===== src/rtl/wdt_timer.sv =====
module wdt_timer #(
  parameter int FIX_DIV_W = 5,
  parameter int SEL_W     = 3
) (
  input  logic       clk,
  input  logic       rst_n,
  input  logic       wr_en,
  input  logic [1:0] wr_addr,
  input  logic [7:0] wr_data,
  input  logic       irq_en,
  output logic [7:0] count_o,
  output logic       ovf_o,
  output logic       irq_o
);
  localparam int PRE_W = FIX_DIV_W + (1 << SEL_W) - 1;

  logic [7:0]       reload_q, cnt_q;
  logic [SEL_W:0]   ctrl_q, sh_q;
  logic [PRE_W-1:0] pre_q;
  logic             ovf_q, armed_q;

  wire wr_rel  = wr_en && wr_addr == 2'd0;
  wire wr_ctl  = wr_en && wr_addr == 2'd1;
  wire feed_ok = wr_en && wr_addr == 2'd3 && wr_data == 8'h5A && armed_q;
  wire sh_run  = sh_q[SEL_W];
  wire [PRE_W-1:0] pre_lim = (PRE_W'(1) << (FIX_DIV_W + 32'(sh_q[SEL_W-1:0]))) - PRE_W'(1);
  wire tick = sh_run && pre_q == pre_lim;
  wire uf   = tick && cnt_q == 8'd0 && !feed_ok;

  always_ff @(posedge clk or negedge rst_n)
    if (!rst_n) begin
      reload_q <= 8'hFF;
      ctrl_q   <= '0;
      sh_q     <= '0;
      armed_q  <= 1'b0;
    end else begin
      sh_q <= ctrl_q;
      if (wr_rel) reload_q <= wr_data;
      if (wr_ctl) ctrl_q <= wr_data[SEL_W:0];
      if (wr_en)  armed_q <= wr_addr == 2'd2 && wr_data == 8'hA5;
    end

  always_ff @(posedge clk or negedge rst_n)
    if (!rst_n) begin
      cnt_q <= 8'hFF;
      pre_q <= '0;
    end else if (feed_ok) begin
      cnt_q <= reload_q;
      pre_q <= '0;
    end else if (sh_run) begin
      if (tick) begin
        pre_q <= '0;
        cnt_q <= uf ? reload_q : cnt_q - 8'd1;
      end else begin
        pre_q <= pre_q + PRE_W'(1);
      end
    end

  always_ff @(posedge clk or negedge rst_n)
    if (!rst_n)                    ovf_q <= 1'b0;
    else if (uf)                   ovf_q <= 1'b1;
    else if (wr_ctl && !wr_data[4]) ovf_q <= 1'b0;

  assign count_o = cnt_q;
  assign ovf_o   = ovf_q;
  assign irq_o   = ovf_q & irq_en;
endmodule


===== config.mk =====
export PLATFORM = sky130hd
export DESIGN_NAME = wdt_timer
export DESIGN_NICKNAME = d
export VERILOG_FILES = /design/src/rtl/wdt_timer.sv
export SDC_FILE = /design/constraint.sdc
export NUM_CORES = 1
export LEC_CHECK = 0
export BUFFER_PORTS_ARGS = -buffer_cell sky130_fd_sc_hd__buf_2
export CAP_MARGIN = 5
export CORE_ASPECT_RATIO = 0.75
export CORE_UTILIZATION = 31
export CTS_CLUSTER_DIAMETER = 60
export DETAILED_ROUTE_END_ITERATION = 12
export GPL_ROUTABILITY_DRIVEN = 1
export GPL_TIMING_DRIVEN = 1
export PLACE_DENSITY = 0.55
export SETUP_SLACK_MARGIN = 0.3
export SLEW_MARGIN = 20
export SYNTH_ARGS = -nofsm -noshare
export SYNTH_HDL_FRONTEND = slang
export SYNTH_SLANG_ARGS = --single-unit

===== constraint.sdc =====
create_clock -name clk -period 2.7 [get_ports clk]
set_clock_uncertainty 0.2 [all_clocks]
set_input_delay 0.675 -clock clk [delete_from_list [all_inputs] [get_ports clk]]
set_output_delay 0.675 -clock clk [all_outputs]
set_load 0.01 [all_outputs]

# Word level (Yosys, flattened, before mapping)
# Index checks and enable logic that the tools add are counted.
[classes]
magnitude_cmp = 0
n_reduce_logical = 18
n_mux = 9
multipliers = 0
div = 0
bitwise = 1
n_addsub = 4
eq_ne = 6
shifts = 1
[op_table]
columns = ["cell", "count"]
rows = [
  ["$mux 12", 3],
  ["$mux 8", 4],
  ["$add 12x1->12 const B", 1],
  ["$eq 12x12->1", 1],
  ["$shl 1x4->12 const A", 1],
  ["$sub 12x2->12 const B", 1],
  ["$logic_and 1x1->1", 10],
  ["$eq 8x7->1 const B", 1],
  ["$eq 8x8->1 const B", 1],
  ["$logic_not 8->1", 1],
  ["$sub 8x1->8 const B", 1],
  ["$reduce_bool 2->1", 3],
  ["$add 3x3->4 const A", 1],
  ["$eq 2x2->1 const B", 2],
  ["$eq 2x1->1 const B", 1],
  ["$logic_not 1->1", 2],
  ["$logic_not 2->1", 1],
  ["$mux 1", 2],
  ["$reduce_and 2->1", 1],
  ["$and 1x1->1", 1],
]
[totals]
reg_bits = 38
latchBits = 0
memories = 0
mem_bits_rw = 0
romBits = 0

# Depth between registers and ports, before layout
[depth]
depth_word = 11
depth_mapped = 8
depth_no_buf = 7

# Worst setup path after synthesis
# No wires, ideal clock.
[synth_path]
path_type = "input port to flip-flop"
from = "in wr_data[0]"
to = "reg pre_q[11]"
stages = 6
t_required_ns = 2.372
n_path_buf = 0
arrival_ns = 1.770
slack_ns = 0.602
cell_sequence = "nor4bb_1 -> nand3_1 -> a211oi_1 -> nand3_1 -> xor2_1 -> nor2_1"
[synth_between]
elab_chain_len = 4
[synth_rtl]
columns = ["element", "line", "source"]
rows = [
  ["start: declaration", "9", "input logic [7:0] wr_data,"],
  ["$eq 8x7->1 (*)", "24", "wire feed_ok = wr_en && wr_addr == 2'd3 && wr_data == 8'h5A && armed_q;"],
  ["$logic_and 1x1->1 (*) (2 in series)", "24", ""],
  ["$mux 12 or $reduce_bool 2->1 (tied branches)", "--", ""],
  ["end signal: assignment", "55", "pre_q <= pre_q + PRE_W'(1);"],
  ["end: declaration", "19", "logic [PRE_W-1:0] pre_q;"],
]
# Mark *: on every way between the ends. The rest lies on a longest branch, timed or not.
# A chain may end at the register's enable or synchronous reset.

# Worst setup path after layout
[layout_path]
from = "reg sh_q[2]"
to = "reg cnt_q[7] (netlist: count_o[7])"
[layout_between]
elab_chain_len = 11
[layout_rtl]
columns = ["element", "line", "source"]
rows = [
  ["start: declaration", "18", "logic [SEL_W:0] ctrl_q, sh_q;"],
  ["start signal: assignment", "37", "sh_q <= ctrl_q;"],
  ["$add 3x3->4 (*)", "26", "wire [PRE_W-1:0] pre_lim = (PRE_W'(1) << (FIX_DIV_W + 32'(sh_q[SEL_W-1:0]))) - PRE_W'(1);"],
  ["$shl 1x4->12 (*)", "26", ""],
  ["$sub 12x2->12 (*)", "26", ""],
  ["$eq 12x12->1 (*)", "27", "wire tick = sh_run && pre_q == pre_lim;"],
  ["$logic_and 1x1->1 (*)", "27", ""],
  ["$logic_and 1x1->1 (2 in series)", "28", "wire uf = tick && cnt_q == 8'd0 && !feed_ok;"],
  ["$mux 8", "53", "cnt_q <= uf ? reload_q : cnt_q - 8'd1;"],
  ["$mux 8", "51", "if (tick) begin"],
  ["$mux 8", "50", "end else if (sh_run) begin"],
  ["$mux 8", "47", "end else if (feed_ok) begin"],
  ["end signal: assignment", "48", "cnt_q <= reload_q;"],
  ["end signal: assignment", "53", ""],
  ["end: declaration", "17", "logic [7:0] reload_q, cnt_q;"],
]
# Mark *: on every way between the ends. The rest lies on a longest branch, timed or not. The select of a mux whose other input is x is not followed.

==> impl_metrics.csv <==
group,metric,value,unit
floorplanning,core,6350,um2
cts,cts_tree,"yes",
yosys,ys_seq_elements,38,
timing,slew_headroom,51.84,%
placed_design,place.gp.congestion,0.7994,
cts,clk_latency,0.30,ns
cts,cts_buffers,5,
setup_path,cp.arrival,2.26,ns
min_path,hold_depth,0,
yosys,async_flop_share,100.0,%
placed_design,dp_hpwl,3.358,mm
floorplanning,start_util,32.30,%
yosys,ys_seq_area_share,47.35,%
floorplanning,fp.dieH,72.44,um
floorplanning,rows,25,
global_route,grt_overflow,0,
cells_and_area,layout-drive-gt1-share,33.79,%
power_and_ir_drop,p_per_area,612.5,nW/um2
routing,highest_layer,"met4",
setup_path,r2r-start,"sh_q[2]",
yosys,synth_compound_area_share,13.73,%
min_path,whs_endpoint,"sh_q[0]",
yosys,synthSimpleGateAreaFrac,21.60,%
yosys,synth.area.top_cells,"dfrtp_1 27%, dfstp_2 21%, mux2_2 6.0%",
yosys,postSynthAreaPerCell,10.63,um2
timing,tightest_slew,0.7225,ns
yosys,synth.mux.area_fraction,6.528,%
cells_and_area,n_antenna_cell,0,
yosys,synth_fp_nets,210,
cts,ctsHoldBuffers,0,
setup_path,cpPeakStageDelay,0.54,ns
timing,fmax,447.3,MHz
cts,clockBufferDepth,2,
setup_path,crit_path_end_kind,"register",
cells_and_area,layout-area-overhead-vs-synth,13.79,%
routing,wl_met3,267,um
routing,wl_per_cell,15.37,um
timing,period_minus_slack,2.236,ns
routing,detailedRoute.firstPassIterationCount,4,
routing,drt_iter0_markers,109,
yosys,syn_inst,193,
run_status,outcome,"complete, no violations",
timing,setup_viol,0,
cts,postCtsSetupRepairBufs,0,
routing,vias,1590,
power_and_ir_drop,p_leak,0.001011,uW
global_route,antenna_found_initial,0,
setup_path,worst-r2r-setup-slack,0.46,ns
timing,min_period_over_period,82.80,%
placed_design,dpl_worst_slack,0.2769,ns
cts,path_clk_slew,0.08,ns
min_path,holdCritPathClass,"reg -> reg",
placed_design,port_buffers,23,
setup_path,crit_family,"simple AND/OR/NAND/NOR gates",
yosys,synthXorXnorAreaFrac,5.125,%
power_and_ir_drop,peakVddDrop,0.2150,mV
yosys,yosysTopAreaCell,"dfrtp_1",
yosys,synth_area,2051,um2
cts,cts-root-buf,"clkbuf_8",
setup_path,cp.required,2.72,ns
floorplanning,design.die.area,6948,um2
yosys,synth_edf_count,0,
yosys,synth_top_family_by_area,"simple AND/OR/NAND/NOR gates",
cells_and_area,n_fill_cell,636,
yosys,synthTopCellsByCount,"22 x dfrtp_1, 21 x nor2_1, 16 x dfstp_2",
setup_path,critPathKind,"reg -> reg",
timing,rsz0062_at_grt,"false",
setup_path,cp_max_fo,12,
global_route,grt_max_degree,34,
setup_path,critPathBufInv,0,
cts,htreeDepth,2,
yosys,synth.most_common_cell,"dfrtp_1",
yosys,ys_types,50,
setup_path,worst_setup_path_start_kind,"register",
setup_path,path_cells,"nor4_1, a31oi_1, o211ai_2, and3_2, a21oi_2, o32a_1",
setup_path,rr_endpoint,"count_o[7]",
routing,wl_met1,2.501,mm
yosys,synth_top_cell_area_share,26.85,%
global_route,grt_pass1_wl,7.486,mm
floorplanning,die_w,95.92,um
setup_path,critPathSlowestCell,"dfrtp_1",
cts,cts_sinks,38,
routing,wirelength,4.611,mm
run,cap_violations,0,
global_route,grt_pass1_vias,1426,
setup_path,r2r_cells,6,
global_route,grtUsageTotal,14.70,%
cells_and_area,final_nets,235,
timing,drv_slew,0,
floorplanning,io_pins,24,
timing,setup_tns,0,ns
routing,ant_nets,0,
routing,viasPerCell,5.300,
yosys,synth_ff_type,"dfrtp_1",
routing,routed-wl-met2,1.781,mm
routing,drcViolationCount,0,
yosys,yosys.area_share.adder,1.830,%
timing,fin_ws,0.4645,ns
cts,cts_resized,0,
yosys,synth_warnings,0,
min_path,hp-start,"ctrl_q[0]",
timing,hold_viol,0,
## kinds of logic after synthesis
family,count (synthesis)
adders and majority gates,3
DFF,38
AOI/OAI and AO/OA,35
xor gates and xnor gates,12
and+or+nand+nor,77
muxes,12
buffers and inverters,16
## report_power, final
group | switching, uW | leakage (uW) | internal (uW)
combinational | 127 | 0.000521 | 126
sequential | 109 | 0.000448 | 675
clock | 214 | 0.0000416 | 177
## cell usage in the layout (no fill, tap or decap), types with 2 or more instances in the layout
cell	n
nand4_1	9
xor2_1	10
xnor2_1	2
dfrtp_1	22
a21oi_1	3
inv_1	7
a211oi_1	2
nor3b_2	3
and3_1	4
and2_1	2
and3_2	2
ha_1	3
buf_4	4
nand3b_1	2
nor3_1	4
mux2_2	11
nand3_1	8
dfstp_2	16
nor2_1	21
o2111ai_1	2
a2bb2oi_1	4
o311a_1	2
a21oi_2	2
clkbuf_8	5
o32a_1	3
nand2_1	8
nor4bb_1	4
buf_2	23
o21ai_0	6
## final cells by class
type                    instances  area, um2  area share (%)
well taps                      81      101.3           4.343
repair buffers                 27      145.1           6.220
inverters                       7      26.28           1.126
clock buffers                   5      68.82           2.949
clock inverters                 3      16.27          0.6971
flip-flops and latches         38      970.9           41.61
multi-input cells             139       1005           43.06
## metrics by stage
stage	total power, uW	utilization, %	cells	hold slack [ns]	area [um2]
floorplan	948.4	-	193	0.1486	2051
global placement	1043	35.35	292	0.1578	2245
detailed placement	1049	35.35	292	0.1582	2245
CTS	1439	36.69	300	0.1754	2330
global route	1515	36.75	300	0.1903	2333
finish	1429	36.75	300	0.1749	2333
## how the worst max path moves through the flow
stage,from,end,slack (ns),cells after the start
after floorplan,wr_data[0],pre_q[11],0.60,6
after global placement,wr_data[5],pre_q[11],0.27,7
after detailed placement,wr_data[5],pre_q[10],0.28,7
after CTS,sh_q[2],count_o[7],0.34,6
after global routing,sh_q[2],count_o[6],0.32,6
final,sh_q[2],count_o[7],0.46,6
## sequential cells by signal, indices dropped and copies added, names as in the netlist
signal and flops:
count_o 8, reload_q 8, armed_q 1, pre_q 12
ovf_o 1, sh_q 4, ctrl_q 4
## routing by layer
layer  vias up  track usage, %
met1       771           24.62
met5         -               0
met4         0           4.478
met3         8           3.564
li1        762               -
met2        49           17.54
Note: power is estimated with default switching activity, not from simulation.
